<file path="src/rtl/lflush_pkg.sv">
package lflush_pkg;

   typedef enum logic [2:0] {
      LS_INV = 3'd0,
      LS_SHR = 3'd1,
      LS_EXC = 3'd2,
      LS_OWN = 3'd3,
      LS_MOD = 3'd4
   } line_st_e;

   typedef enum logic [1:0] {
      F_IDLE  = 2'd0,
      F_LOOK  = 2'd1,
      F_DRAIN = 2'd2,
      F_WBACK = 2'd3
   } flush_st_e;

endpackage

</file>
<file path="src/rtl/lflush_way_match.sv">
module lflush_way_match
   import lflush_pkg::*;
#(
   parameter int WAYS  = 4,
   parameter int TAG_W = 22,
   parameter int WAY_W = 2
) (
   input  logic [TAG_W-1:0]      look_tag,
   input  logic [WAYS*TAG_W-1:0] way_tags,
   input  logic [WAYS*3-1:0]     way_states,
   output logic                  hit,
   output logic [WAY_W-1:0]      hit_way,
   output logic                  hit_dirty
);

   logic [WAYS-1:0] match_v;
   logic [WAYS-1:0] dirty_v;

   for (genvar w = 0; w < WAYS; w++) begin : g_way
      logic [2:0] st;
      assign st         = way_states[w*3 +: 3];
      assign match_v[w] = (way_tags[w*TAG_W +: TAG_W] == look_tag) && (st != LS_INV);
      assign dirty_v[w] = match_v[w] && ((st == LS_MOD) || (st == LS_OWN));
   end

   always_comb begin
      hit       = |match_v;
      hit_dirty = |dirty_v;
      hit_way   = '0;
      for (int w = 0; w < WAYS; w++) begin
         if (match_v[w]) hit_way = WAY_W'(w);
      end
   end

endmodule

</file>
<file path="src/rtl/lflush_wcb_match.sv">
module lflush_wcb_match #(
   parameter int LADDR_W = 26
) (
   input  logic               wcb_valid,
   input  logic [LADDR_W-1:0] wcb_line,
   input  logic [LADDR_W-1:0] look_line,
   output logic               match
);

   assign match = wcb_valid && (wcb_line == look_line);

endmodule

</file>
<file path="src/rtl/lflush_beat_seq.sv">
module lflush_beat_seq #(
   parameter int BEATS  = 4,
   parameter int BEAT_W = 2
) (
   input  logic              clk,
   input  logic              rst_n,
   input  logic              clr,
   input  logic              adv,
   output logic [BEAT_W-1:0] beat,
   output logic              last
);

   if (BEATS == 1) begin : g_single
      logic unused_seq;
      assign unused_seq = clk ^ rst_n ^ clr ^ adv;
      assign beat = '0;
      assign last = 1'b1;
   end else begin : g_multi
      logic [BEAT_W-1:0] cnt_q;
      assign beat = cnt_q;
      assign last = (cnt_q == BEAT_W'(BEATS-1));
      always_ff @(posedge clk) begin
         if (!rst_n)   cnt_q <= '0;
         else if (clr) cnt_q <= '0;
         else if (adv) cnt_q <= last ? '0 : cnt_q + 1'b1;
      end
   end

endmodule

</file>
<file path="src/rtl/lflush_ctrl.sv">
module lflush_ctrl
   import lflush_pkg::*;
#(
   parameter int ADDR_W     = 32,
   parameter int LINE_BYTES = 64,
   parameter int SETS       = 16,
   parameter int WAYS       = 4,
   parameter int DATA_W     = 128,
   localparam int OFF_W     = $clog2(LINE_BYTES),
   localparam int SET_W     = $clog2(SETS),
   localparam int LADDR_W   = ADDR_W - OFF_W,
   localparam int TAG_W     = LADDR_W - SET_W,
   localparam int LINE_W    = LINE_BYTES * 8,
   localparam int WAY_W     = (WAYS > 1) ? $clog2(WAYS) : 1
) (
   input  logic                 clk,
   input  logic                 rst_n,
   input  logic                 req_valid,
   input  logic [LADDR_W-1:0]   req_line,
   output logic                 req_ready,
   output logic                 done,
   output logic [SET_W-1:0]     tag_set,
   input  logic [WAYS*TAG_W-1:0] tag_rd_tags,
   input  logic [WAYS*3-1:0]    tag_rd_states,
   output logic                 tag_wr_en,
   output logic [WAY_W-1:0]     tag_wr_way,
   output logic [2:0]           tag_wr_state,
   output logic [WAY_W-1:0]     dat_way,
   input  logic [LINE_W-1:0]    dat_line,
   input  logic                 wcb_valid,
   input  logic [LADDR_W-1:0]   wcb_line,
   input  logic [LINE_W-1:0]    wcb_data,
   output logic                 wcb_clear,
   output logic                 mem_wvalid,
   input  logic                 mem_wready,
   output logic [ADDR_W-1:0]    mem_waddr,
   output logic [DATA_W-1:0]    mem_wdata
);

   localparam int BEATS  = LINE_W / DATA_W;
   localparam int BEAT_W = (BEATS > 1) ? $clog2(BEATS) : 1;
   localparam int BOFF_W = $clog2(DATA_W / 8);

   if ((1 << OFF_W) != LINE_BYTES) begin : g_err_line
      $error("LINE_BYTES must be a power of two");
   end
   if (BEATS * DATA_W != LINE_W) begin : g_err_beat
      $error("DATA_W must divide the line width");
   end
   if ((1 << SET_W) != SETS || TAG_W < 1) begin : g_err_set
      $error("SETS must be a power of two leaving tag bits");
   end

   flush_st_e          st_q;
   logic [LADDR_W-1:0] line_q;
   logic [WAY_W-1:0]   way_q;
   logic               dirty_q;
   logic               done_q;

   logic               hit, hit_dirty, wcb_hit;
   logic [WAY_W-1:0]   hit_way;
   logic [BEAT_W-1:0]  beat;
   logic               beat_last, beat_adv;
   logic [LINE_W-1:0]  src_line;

   assign tag_set = line_q[SET_W-1:0];

   lflush_way_match #(.WAYS(WAYS), .TAG_W(TAG_W), .WAY_W(WAY_W)) u_match (
      .look_tag   (line_q[LADDR_W-1:SET_W]),
      .way_tags   (tag_rd_tags),
      .way_states (tag_rd_states),
      .hit        (hit),
      .hit_way    (hit_way),
      .hit_dirty  (hit_dirty)
   );

   lflush_wcb_match #(.LADDR_W(LADDR_W)) u_wcb (
      .wcb_valid (wcb_valid),
      .wcb_line  (wcb_line),
      .look_line (line_q),
      .match     (wcb_hit)
   );

   lflush_beat_seq #(.BEATS(BEATS), .BEAT_W(BEAT_W)) u_seq (
      .clk   (clk),
      .rst_n (rst_n),
      .clr   (st_q == F_LOOK),
      .adv   (beat_adv),
      .beat  (beat),
      .last  (beat_last)
   );

   // Memory beat path: buffer drain first, then cached line
   assign mem_wvalid = (st_q == F_DRAIN) || (st_q == F_WBACK);
   assign beat_adv   = mem_wvalid && mem_wready;
   assign src_line   = (st_q == F_DRAIN) ? wcb_data : dat_line;
   assign mem_wdata  = src_line[int'(beat)*DATA_W +: DATA_W];
   assign mem_waddr  = {line_q, {OFF_W{1'b0}}} | (ADDR_W'(beat) << BOFF_W);
   assign dat_way    = way_q;

   // Clean hits drop at lookup, dirty ones with the final writeback beat
   assign tag_wr_en    = ((st_q == F_LOOK) && hit && !hit_dirty) ||
                         ((st_q == F_WBACK) && beat_adv && beat_last);
   assign tag_wr_way   = (st_q == F_LOOK) ? hit_way : way_q;
   assign tag_wr_state = LS_INV;

   assign wcb_clear = (st_q == F_DRAIN) && beat_adv && beat_last;
   assign req_ready = (st_q == F_IDLE);
   assign done      = done_q;

   always_ff @(posedge clk) begin
      if (!rst_n) begin
         st_q    <= F_IDLE;
         line_q  <= '0;
         way_q   <= '0;
         dirty_q <= 1'b0;
         done_q  <= 1'b0;
      end else begin
         done_q <= 1'b0;
         case (st_q)
            F_IDLE: begin
               if (req_valid) begin
                  line_q <= req_line;
                  st_q   <= F_LOOK;
               end
            end
            F_LOOK: begin
               way_q   <= hit_way;
               dirty_q <= hit_dirty;
               if (wcb_hit) begin
                  st_q <= F_DRAIN;
               end else if (hit_dirty) begin
                  st_q <= F_WBACK;
               end else begin
                  st_q   <= F_IDLE;
                  done_q <= 1'b1;
               end
            end
            F_DRAIN: begin
               if (beat_adv && beat_last) begin
                  if (dirty_q) begin
                     st_q <= F_WBACK;
                  end else begin
                     st_q   <= F_IDLE;
                     done_q <= 1'b1;
                  end
               end
            end
            F_WBACK: begin
               if (beat_adv && beat_last) begin
                  st_q   <= F_IDLE;
                  done_q <= 1'b1;
               end
            end
            default: st_q <= F_IDLE;
         endcase
      end
   end

endmodule

</file>
<file path="config.mk">
export PLATFORM = sky130hd
export DESIGN_NAME = lflush_ctrl
export DESIGN_NICKNAME = d
export VERILOG_FILES = /design/src/rtl/lflush_pkg.sv /design/src/rtl/lflush_way_match.sv /design/src/rtl/lflush_wcb_match.sv /design/src/rtl/lflush_beat_seq.sv /design/src/rtl/lflush_ctrl.sv
export SDC_FILE = /design/constraint.sdc
export NUM_CORES = 1
export LEC_CHECK = 0
export BUFFER_PORTS_ARGS = -buffer_cell sky130_fd_sc_hd__buf_2
export CAP_MARGIN = 40
export CELL_PAD_IN_SITES_DETAIL_PLACEMENT = 1
export CELL_PAD_IN_SITES_GLOBAL_PLACEMENT = 1
export CORE_AREA = 4 4 524 526
export CTS_CLUSTER_SIZE = 30
export DETAILED_ROUTE_END_ITERATION = 8
export DIE_AREA = 0 0 528 530
export GPL_TIMING_DRIVEN = 0
export MAX_ROUTING_LAYER = met4
export PLACE_DENSITY = 0.3
export RECOVER_POWER = 100
export SYNTH_ARGS = -nofsm -noshare
export SYNTH_HDL_FRONTEND = slang
export SYNTH_SLANG_ARGS = --single-unit
</file>
<file path="constraint.sdc">
create_clock -name clk -period 4.75 [get_ports clk]
set_input_delay 0.475 -clock clk [delete_from_list [all_inputs] [get_ports clk]]
set_output_delay 0.475 -clock clk [all_outputs]
set_load 0.01 [all_outputs]
</file>
; ---- Word-level counts from Yosys, hierarchy flattened
; Index checks and enable logic that the tools add are counted.
[totals]
word_cells = 83
ff_bits = 34
inputBits = 1181
[op_classes]
n_eq_ne = 20
n_bitwise = 2
n_mux = 19
add_sub_neg = 1
n_shift = 1
n_reduce_logical = 34
[ops]
columns = op, n
row1 = two-way mux 512 bit, 1
row2 = variable part select 512 x 10 -> 128 bit, 1
row3 = == test 22 bit, 4
row4 = OR 32 x 6 -> 32 bit, 1
row5 = == test 26 bit, 1
row6 = two-way mux 2 bit, 10
row7 = logical AND 1 bit, 17
row8 = "== test 3 x 2 -> 1 bit, second input constant", 4
row9 = "== test 3 bit, second input constant", 4
row10 = nonzero test 3 bit, 4
row11 = one-hot mux 2 bit (4 select lines), 1
row12 = OR reduction 4 bit, 2
row13 = "== test 2 bit, second input constant", 3
row14 = logical OR 1 bit, 6
row15 = two-way mux 1 bit, 6
row16 = "!= test 2 x 1 -> 1 bit, second input constant", 2
row17 = one-hot mux 1 bit (3 select lines), 1
row18 = AND reduction 3 bit, 1
row19 = "adder 2 x 1 -> 2 bit, second input constant", 1
row20 = "== test 2 x 1 -> 1 bit, second input constant", 1
row21 = logical NOT 2 bit, 1
row22 = "!= test 2 bit, second input constant", 1
row23 = AND reduction 2 bit, 1
row24 = OR reduction 2 bit, 1
row25 = 2 further kinds, 2

; ---- Logic depth before layout (Yosys ltp)
; Gate-level depths: netlist (run 1).
[logic_depth]
word_depth = 7
mapped_depth = 8
mapped_depth_nobuf = 7

; ---- Cells and area by module
; A second synthesis (run 1) with hierarchy kept.
[hier_totals]
hier_cells = 850
hier_area_um2 = 11185.7
[modules_own_cells]
columns = mod, cells_per_inst, n_inst, area_per_inst_um2, seq_area_each_um2
row1 = lflush_ctrl, 652, 1, 9629.2, 640.6
row2 = lflush_way_match, 154, 1, 1169.9, 0.0
row3 = lflush_wcb_match, 35, 1, 290.3, 0.0
row4 = lflush_beat_seq, 9, 1, 96.3, 40.0

; ---- Worst setup path before layout (run 1)
; OpenSTA, ideal clock, no wires.
[synth_path]
path_kind = register to output
startpoint = register st_q[0]
endpoint = output port mem_wdata[10]
slack_ns = 2.194
t_arrival_ns = 2.081
stages_incl_launch_ff = 8
n_path_buf = 4
path_cell_list = dfxtp_1 > clkbuf_2 > nor2b_1 > clkbuf_1 > buf_2 > buf_2 > mux4_2 > mux2_2
[synth_between]
elab_chain_cells = 3
[synth_lines]
columns = element, line_no
row1 = start: declaration, lflush_ctrl.sv:54  ; flush_st_e st_q;
row2 = start signal: assignment, lflush_ctrl.sv:113  ; st_q <= F_IDLE;
row3 = start signal: assignment, lflush_ctrl.sv:124  ; st_q <= F_LOOK;
row4 = start signal: assignment, lflush_ctrl.sv:131  ; st_q <= F_DRAIN;
row5 = == test 2 bit, lflush_ctrl.sv:96  ; assign src_line = (st_q == F_DRAIN) ? wcb_data : dat_line;
row6 = two-way mux 512 bit, lflush_ctrl.sv:96
row7 = variable part select 512 x 10 -> 128 bit, lflush_ctrl.sv:97  ; assign mem_wdata = src_line[int'(beat)*DATA_W +: DATA_W];
row8 = end: declaration, lflush_ctrl.sv:37  ; output logic [DATA_W-1:0] mem_wdata
; Every way passes these cells.

; ---- Final worst setup path (run 1)
[layout_path]
startpoint = register st_q[0]
endpoint = output port mem_wdata[20]
; The elaborated chain is that of the path after synthesis.

==> results of run 1 <==
worst max-delay path by stage:
stage	start	to
after global placement	line_q[5]	tag_wr_en
after CTS	line_q[6]	tag_wr_en
after floorplan	st_q[0]	mem_wdata[10]
after global routing	line_q[6]	tag_wr_en
final	st_q[0]	mem_wdata[20]
after detailed placement	line_q[6]	tag_wr_en
stage by stage:
| step | area [um2] | TNS [ns] |
|---|---|---|
| 2_1_floorplan | 10500 | 0 |
| 3_3_place_gp | 21700 | -69.43 |
| 3_5_place_dp | 22300 | -0.0345 |
| 4_1_cts | 22500 | 0 |
| 5_1_grt | 22800 | 0 |
| 6_report | 23000 | 0 |
layout make-up:
class                           count  share of cell area
Tap cell                         3570               0.195
Buffer                            116              0.0250
Clock buffer                        7             0.00621
Timing Repair Buffer             1389               0.314
Antenna cell                      235              0.0256
Clock inverter                      1            0.000218
Multi-Input combinational cell    691               0.405
Sequential cell                    34              0.0296
Inverter                            2            0.000327
worst reg2reg max path: stages (launching register included):
cell	delay, ns
dfxtp_1	0.31
clkbuf_2	0.23
buf_8	0.22
xnor2_2	0.30
nand4_1	0.69
nor4_2	0.63
nand4_1	0.18
o2111a_1	0.30
and3_1	0.23
o221a_2	0.25
sequential cells by signal, indices dropped and copies added, names as in the netlist:
| signal | cells |
|---|---|
| u_seq.beat | 2 |
| dirty_q | 1 |
| st_q | 2 |
| done | 1 |
| line_q | 26 |
| dat_way | 2 |
routing by layer:
| layer | global-route usage | up-vias |
|---|---|---|
| li1 | - | 6578 |
| met1 | 0.226 | 8672 |
| met2 | 0.295 | 1738 |
| met3 | 0.0852 | 434 |
| met4 | 0.00780 | 0 |
| met5 | - | - |
synth_stat cells (3+ instances only):
library cell    n
buf_6           4
mux2_2        128
and3_1          3
a21oi_1         5
a21boi_0       27
nand4_1        20
clkbuf_1       59
dfxtp_1        34
buf_2          37
nand3_1         4
nor4_1         11
buf_4          13
nor2b_1         5
nor3_1          5
o21ai_0         5
nor2_1         16
and2_1          3
xor2_1         53
mux4_2        256
xnor2_1        61
nand2_1        64
power breakdown:
group	switching [mW]	total (mW)	internal (mW)
Clock	0.164	0.373	0.209
Combinational	0.892	1.56	0.671
Sequential	0.0143	0.316	0.301
Total	1.07	2.25	1.18
logic make-up after synthesis:
group / Yosys count / synth area share
multiplexers: 385 / 0.688
buffers and inverters: 118 / 0.0542
AND/OR/NAND/NOR: 136 / 0.0624
AO/OA/AOI/OAI: 48 / 0.0342
XOR/XNOR: 114 / 0.0951
flip-flops: 34 / 0.0649
other: 1 / 0.000357
adder cells (fa/ha/maj): 1 / 0.00119
timing repair:
item                                    CTS  global route
endpoints found under the setup margin    1             1
pin swaps                                 1             1
endpoints found under the hold margin     0             0
resized for setup                         2             2
==> run summary, run 1 <==
Synth cell types = 40
total power = 2.25 mW
DIE WIDTH = 528 um
grt ovf = 0
WHS Endpoint = line_q[20]
DR WL met3 = 30.8 mm
Hold Path Origin = req_line[20]
most common cell after layout, fill and taps aside = buf_2
ys async rst share = 0
Setup crit end kind = primary output
fin cells = 6,045
Crit path buffers/inverters = 6
Crit Path Class = reg2out
register area = 681 um2
pre-CTS setup slack = -0.0345 ns
Top delay family on crit path = buffers and inverters
synth top area cells = mux4_2 (55%), mux2_2 (14%), dfxtp_1 (6.5%)
crit-path max FO = 10
R2R cell count = 9
status = complete, no violations
Fillers = 32,392
RSZ-0062 raised after global routing = false
Critical Path AT = 3.98 ns
Max-cap violations = 0
Ys Warns = 0
cell mode on critical path = clkbuf_1
placed insts = 5,802
Multi-input gate area = 0.00929 mm2
All-Layer GR Usage = 0.186
CP Data Required Time = 4.28 ns
core area = 0.270 mm2
# hold bufs at CTS = 0
Top Layer Used = met4
detailed placement HPWL = 253 mm
CTS H-tree lvls = 2
most frequent cells in the layout = buf_2 (1,280), mux4_2 (256), clkbuf_1 (132), mux2_2 (86), nand2_1 (64)
post-route setup slack = 0.292 ns
initial antenna violation count = 518
clk slew on worst S/H paths = 0.07 ns
Post-CTS Setup Bufs = 0
post-route antenna net violation count = 0
Startpoint Class = flip-flop
RR Endpoint = done
worst hold path type = in2reg
Max stage delay on crit path = 0.65 ns
Max Clock Skew = 0.00468 ns
Slew Limit Fails = 0
Max VDD drop = 0.000104 V
minimum clock period = 4.46 ns
met2 wire length = 119 mm
fmax = 0.224 GHz
Hold Fails Final Rpt = 0
Critical Path, Cell by Cell = clkbuf_1 > nor2b_1 > clkbuf_1 > clkbuf_1 > buf_12 > clkbuf_2 > mux4_2 > mux2_2 > clkbuf_2
PortBufs = 1,349
Yosys reg bits = 34
layout cells sized above 1 = 0.773
Mapped Area = 0.0105 mm2
sequential area share after synthesis = 0.0649
Die Height = 530 um
Via-to-Cell Ratio = 2.88
routed via count = 17,422
final WL = 266 mm
clk_lat worst skew = 0.31 ns
hold depth = 3
largest net degree at the start of global routing = 11
synthesis-to-layout area growth = 119%
final hold slack = 0.421 ns
post-synthesis cell count = 837
die area = 0.280 mm2
number of global-route vias before repair = 16,780
P per Cell Area = 98.1 mW/mm2
P_leak = 8.60 nW
first-pass GRT wire length = 301 mm
routability congestion estimate = 0.947
CTS Root Cell = clkbuf_16
CTS Sinks = 34
maximum clock insertion buffer count = 2
drc violations = 0
FF-to-FF setup slack = 1.31 ns
first-pass iteration count of the detailed router = 7
cell taking the most area after synthesis = mux4_2
drt first-iter violations = 1,455
Worst slew margin = 0.368
launching point of the worst reg2reg path = line_q[6]
per-cell routed wire length = 44.1 um
Slew @ Worst Pin = 0.945 ns
Core Util, Final = 0.0850
final setup fails = 0
top cell type's share of synthesized area = 0.549
CTS tree = done
cts bufs inserted = 5
Initial Util = 0.0389
Post-synth EDFFs = 0
CP max-delay cell = clkbuf_2
Final nets = 3,421
Synth Flop Type = dfxtp_1
metal1 wirelength = 112 mm
Final period util = 0.938
Top Ports = 1,357
standard-cell rows = 191
Crit path depth = 9
Syn Area/Cell = 12.5 um2
Power figures use the tool's default switching activity.
==> run 2, diff against run 1 <==
==> constraint.sdc (replaced) <==
create_clock -name clk -period 4.75 [get_ports clk]
set_input_delay 0.475 -clock clk [delete_from_list [all_inputs] [get_ports clk]]
set_output_delay 0.475 -clock clk [all_outputs]
set_load 0.05 [all_outputs]
==> run 2 against run 1 <==
Utilization about the same. Sequential share of layout area about the same. Wire length about the same. Critical endpoint is now mem_wdata[10]. Highest routed layer unchanged. Worst hold slack about the same. Non-clock buffer count unchanged. Fmax down 1.7%.
==> run summary, run 2 (synthesized netlist as in run 1, its figures left out) <==
clk_lat worst skew = 0.31 ns
Hold Fails Final Rpt = 0
Clock power frac = 0.149
Slew Limit Fails = 0
die area = 0.280 mm2
total power = 2.50 mW
grt ovf = 0
Hold Path Origin = req_line[20]
Sw Pwr = 1.31 mW
post-route antenna net violation count = 0
Initial Util = 0.0389
Sw Share = 0.525
standard-cell rows = 191
P per Cell Area = 109 mW/mm2
Max-cap violations = 0
Critical Path AT = 4.06 ns
Slew @ Worst Pin = 1.10 ns
Final Cell Area = 0.0229 mm2
TNS Setup = 0 ns
Cell Int Power = 1.19 mW
launching point of the worst reg2reg path = line_q[6]
status = complete, no violations
Die Height = 530 um
WHS Endpoint = line_q[20]
fmax = 0.221 GHz
CTS Sinks = 34
cts bufs inserted = 5
first-pass iteration count of the detailed router = 7
detailed placement HPWL = 253 mm
Most flops, register = line_q
Fillers = 32,378
CP Data Required Time = 4.28 ns
core area = 0.270 mm2
RSZ-0062 raised after global routing = false
DIE WIDTH = 528 um
CTS H-tree lvls = 2
largest net degree at the start of global routing = 11
CTS Root Cell = clkbuf_16
CTS tree = done
crit-path max FO = 10
initial antenna violation count = 515
Post-CTS Setup Bufs = 0
P_leak = 8.66 nW
routed via count = 17,353
drt first-iter violations = 1,467
Multi-input gate area = 0.00929 mm2
most frequent cells in the layout = buf_2 (1,244), mux4_2 (256), mux2_2 (128), clkbuf_1 (111), clkbuf_2 (97)
Final period util = 0.955
PortBufs = 1,349
Max VDD drop = 0.000105 V
Max Clock Skew = 0.00516 ns
Startpoint Class = flip-flop
synthesis-to-layout area growth = 119%
RR Endpoint = done
number of flip-flops in the largest register = 26
routability congestion estimate = 0.947
Placed Area = 0.0223 mm2
number of global-route vias before repair = 16,780
maximum clock insertion buffer count = 2
share of power burned in registers = 0.126
register area = 681 um2
most common cell after layout, fill and taps aside = buf_2
R2R cell count = 9
FF-to-FF setup slack = 1.31 ns
Worst slew margin = 0.269
first-pass GRT wire length = 301 mm
All-Layer GR Usage = 0.186
drc violations = 0
hold depth = 3
critical path startpoint = st_q[0]
worst hold path type = in2reg
clk slew on worst S/H paths = 0.07 ns
Top Ports = 1,357
Comb power frac = 0.725
Via-to-Cell Ratio = 2.88
Crit Path Class = reg2out
per-cell routed wire length = 44.1 um
Final nets = 3,421
final setup fails = 0
layout cells sized above 1 = 0.801
final WL = 266 mm
minimum clock period = 4.53 ns
Setup crit end kind = primary output
run 2: power groups by stage:
stage	Combinational, mW	Sequential, mW	Clock (mW)
after floorplan	0.617	0.368	0
after detailed placement	1.85	0.322	0
after CTS	1.86	0.315	0.384
after global routing	1.88	0.317	0.390
after global placement	1.84	0.321	0
final	1.81	0.316	0.372
run 2: metrics by stage:
step | util | setup slack, ns | hold slack, ns | instances
3_3_place_gp | 0.0805 | -1.55 | 0.488 | 5762
5_1_grt | 0.0846 | 0.0347 | 0.428 | 5989
3_5_place_dp | 0.0827 | -0.168 | 0.488 | 5802
6_report | 0.0850 | 0.216 | 0.421 | 6031
4_1_cts | 0.0833 | 0.0702 | 0.413 | 5810
2_1_floorplan | - | 1.59 | 0.472 | 843
run 2: layout make-up:
type | count | share of cell area
diodes | 221 | 0.0241
plain buffers | 116 | 0.0250
clock buffers | 7 | 0.00622
clock inverters | 1 | 0.000218
inverters | 2 | 0.000327
multi-input cells | 691 | 0.405
flip-flops and latches | 34 | 0.0297
well taps | 3570 | 0.195
repair buffers | 1389 | 0.315
run 2: worst max-delay path by stage:
stage                          endpoint  slack (ns)  cells past startpoint
after floorplan           tag_wr_way[0]        1.59                      7
after global placement        tag_wr_en       -1.55                      9
after detailed placement      tag_wr_en       -0.17                     10
after CTS                     tag_wr_en        0.07                     10
after global routing      mem_wdata[55]        0.03                      8
final                     mem_wdata[10]        0.22                      9
run 2: what timing repair did:
item | in CTS | in global routing
hold buffers | 0 | 0
gates resized for setup | 3 | 0
setup endpoints to repair | 1 | 0
run 2: critical path, cell delays in order (launching register included):
cell      delay [ns]
dfxtp_1         0.30
clkbuf_1        0.21
nor2b_1         0.16
clkbuf_1        0.42
clkbuf_1        0.42
buf_12          0.25
clkbuf_2        0.60
mux4_2          0.67
mux2_2          0.28
clkbuf_2        0.38
run 2: metal layers:
metal  part of all wire  global-route usage  vias to the layer above  wire length (um)
met5                  0                   -                        -                 0
met4              0.018             0.00780                        0              4670
met3               0.12              0.0852                      446             32600
met2               0.45               0.295                     1759            119000
met1               0.41               0.226                     8578            110000
li1                   -                   -                     6570                 -
==> run 3, diff against run 2 <==
--- a/config.mk
+++ b/config.mk
@@ -5,14 +5,15 @@
 export SDC_FILE = /design/constraint.sdc
 export NUM_CORES = 1
 export LEC_CHECK = 0
+export ABC_AREA = 1
 export BUFFER_PORTS_ARGS = -buffer_cell sky130_fd_sc_hd__buf_2
 export CAP_MARGIN = 40
 export CELL_PAD_IN_SITES_DETAIL_PLACEMENT = 1
 export CELL_PAD_IN_SITES_GLOBAL_PLACEMENT = 1
-export CORE_AREA = 4 4 524 526
+export CORE_AREA = 4 4 533 535
 export CTS_CLUSTER_SIZE = 30
 export DETAILED_ROUTE_END_ITERATION = 8
-export DIE_AREA = 0 0 528 530
+export DIE_AREA = 0 0 537 539
 export GPL_TIMING_DRIVEN = 0
 export MAX_ROUTING_LAYER = met4
 export PLACE_DENSITY = 0.3
==> run 3 against run 2 <==
Global-route usage is 0.38 points lower. Power rose by 3.2%. First-iteration DRC count grew 20%. Via count rose by 46%. Register-to-register slack better by 0.78 ns. Combinational power about the same. Sequential share of layout area shrank 0.17 points. Clock power increased by 17%. Largest cell class unchanged.
==> run summary, run 3 <==
drc violations = 0
routed via count = 25,324
Slew Limit Fails = 0
Initial Util = 0.0425
detailed placement HPWL = 252 mm
Sw Share = 0.545
largest family of logic cells by synthesized area = simple AND/OR/NAND/NOR gates
Startpoint Class = flip-flop
first-pass GRT wire length = 325 mm
drt first-iter violations = 1,761
initial antenna violation count = 369
per-cell routed wire length = 34.5 um
Top Ports = 1,357
critical path startpoint = st_q[1]
final WL = 270 mm
CP Data Required Time = 4.28 ns
Max-cap violations = 0
Final Cell Area = 0.0243 mm2
Yosys reg bits = 34
number of flip-flops in the largest register = 26
worst hold path type = in2reg
Hold Path Origin = req_line[3]
most common cell in the netlist = nor2_1
adder-cell share of the synthesized area = 0.00106
Cell Int Power = 1.17 mW
R2R cell count = 9
Hold Fails Final Rpt = 0
status = complete, no violations
Synth Area in Simple Gates = 0.400
grt ovf = 0
RSZ-0062 raised after global routing = false
synth top area cells = nor2_1 (31%), o21ai_0 (18%), nand2_1 (7.2%)
first-pass iteration count of the detailed router = 5
mux contribution to synthesized area = 0
core area = 0.279 mm2
Synth Flop Type = dfxtp_1
Max VDD drop = 0.000119 V
Multi-input gate area = 0.00974 mm2
pre-CTS setup slack = -0.199 ns
Final nets = 5,074
Worst slew margin = 0.336
CTS Sinks = 34
top cell type's share of synthesized area = 0.306
fmax = 0.220 GHz
post-route antenna net violation count = 0
largest net degree at the start of global routing = 11
Placed Area = 0.0237 mm2
number of global-route vias before repair = 25,996
DIE WIDTH = 537 um
post-route setup slack = 0.204 ns
most frequent cells in the layout = buf_2 (1,276), nor2_1 (965), o21ai_0 (414), nand2_1 (228), clkbuf_1 (227)
Crit Path Class = reg2out
post-synthesis cell count = 2,490
Final period util = 0.957
clk slew on worst S/H paths = 0.07 ns
ys async rst share = 0
hold depth = 3
placed insts = 7,606
Ys Warns = 0
minimum clock period = 4.55 ns
die area = 0.289 mm2
final hold slack = 0.430 ns
crit-path max FO = 11
Via-to-Cell Ratio = 3.24
Most flops, register = line_q
xor/xnor share of the synthesized area = 0.0325
Die Height = 539 um
Post-synth EDFFs = 0
P_leak = 10.4 nW
maximum clock insertion buffer count = 2
CTS tree = done
total power = 2.58 mW
P per Cell Area = 106 mW/mm2
Compound-Gate Fraction of Synth Area = 0.386
PortBufs = 1,349
Slew @ Worst Pin = 0.995 ns
cell taking the most area after synthesis = nor2_1
cts bufs inserted = 5
Critical Path AT = 4.07 ns
Synth cell types = 39
register area = 681 um2
CTS Root Cell = clkbuf_16
Mapped Area = 0.0118 mm2
layout cells sized above 1 = 0.367
Core Util, Final = 0.0872
clk_lat worst skew = 0.32 ns
fin cells = 7,824
Setup crit end kind = primary output
routability congestion estimate = 0.941
standard-cell rows = 194
Comb power frac = 0.696
CTS H-tree lvls = 2
synthesis-to-layout area growth = 105%
final setup fails = 0
most common cell after layout, fill and taps aside = buf_2
Sw Pwr = 1.40 mW
# hold bufs at CTS = 0
share of power burned in registers = 0.135
launching point of the worst reg2reg path = st_q[1]
synth cell count leaders = nor2_1 (965), o21ai_0 (416), nand2_1 (227)
Max Clock Skew = 0.0146 ns
All-Layer GR Usage = 0.182
Syn Area/Cell = 4.76 um2
TNS Setup = 0 ns
Fillers = 34,683
sequential area share after synthesis = 0.0575
Clock power frac = 0.170
==> run 3: final timing paths <==
path                   endpoint  slack [ns]
setup / recovery  mem_wdata[97]        0.20
hold / removal        line_q[3]        0.43
setup reg to reg        st_q[1]        2.09
hold reg to reg      dat_way[1]        0.50
==> run 3: worst max-delay path, cell delays in order (launching register included) <==
cell	delay, ns
dfxtp_1	0.31
buf_6	0.13
inv_4	0.06
nor2_4	0.06
inv_2	0.49
clkbuf_2	0.80
clkbuf_1	0.68
o21ai_0	0.35
a31oi_1	0.26
clkbuf_2	0.50
==> run 3: what timing repair did <==
action,in CTS,in global routing
setup endpoints to repair,12,0
hold endpoints to repair,0,0
setup buffers,3,0
gates resized for setup,3,0
==> run 3: routing by layer <==
| metal | global-route usage | wire length (um) |
|---|---|---|
| met3 | 0.0987 | 35100 |
| met4 | 0.0161 | 3150 |
| met2 | 0.301 | 126000 |
| met5 | - | 0 |
| met1 | 0.199 | 105000 |
==> run 3: cell families after synthesis <==
family	after synthesis
AND/OR/NAND/NOR	1235
AO/OA/AOI/OAI	845
buffers and inverters	330
XOR/XNOR	44
flip-flops	34
adder cells (fa/ha/maj)	1
other	1
==> run 3: layout make-up <==
class	count	share of cell area
inverter	101	0.0157
multi-input combinational	2132	0.401
antenna	208	0.0214
buffer	229	0.0438
tap	3724	0.192
sequential	34	0.0280
timing repair buffer	1389	0.292
clock inverter	1	0.00124
clock buffer	6	0.00571
==> run 3: power groups by stage <==
stage,registers (mW),clock network (mW),logic [mW]
floorplan,0.409,0,0.652
global placement,0.355,0,1.84
detailed placement,0.355,0,1.85
CTS,0.349,0.465,1.86
global route,0.352,0.458,1.92
finish,0.348,0.437,1.79
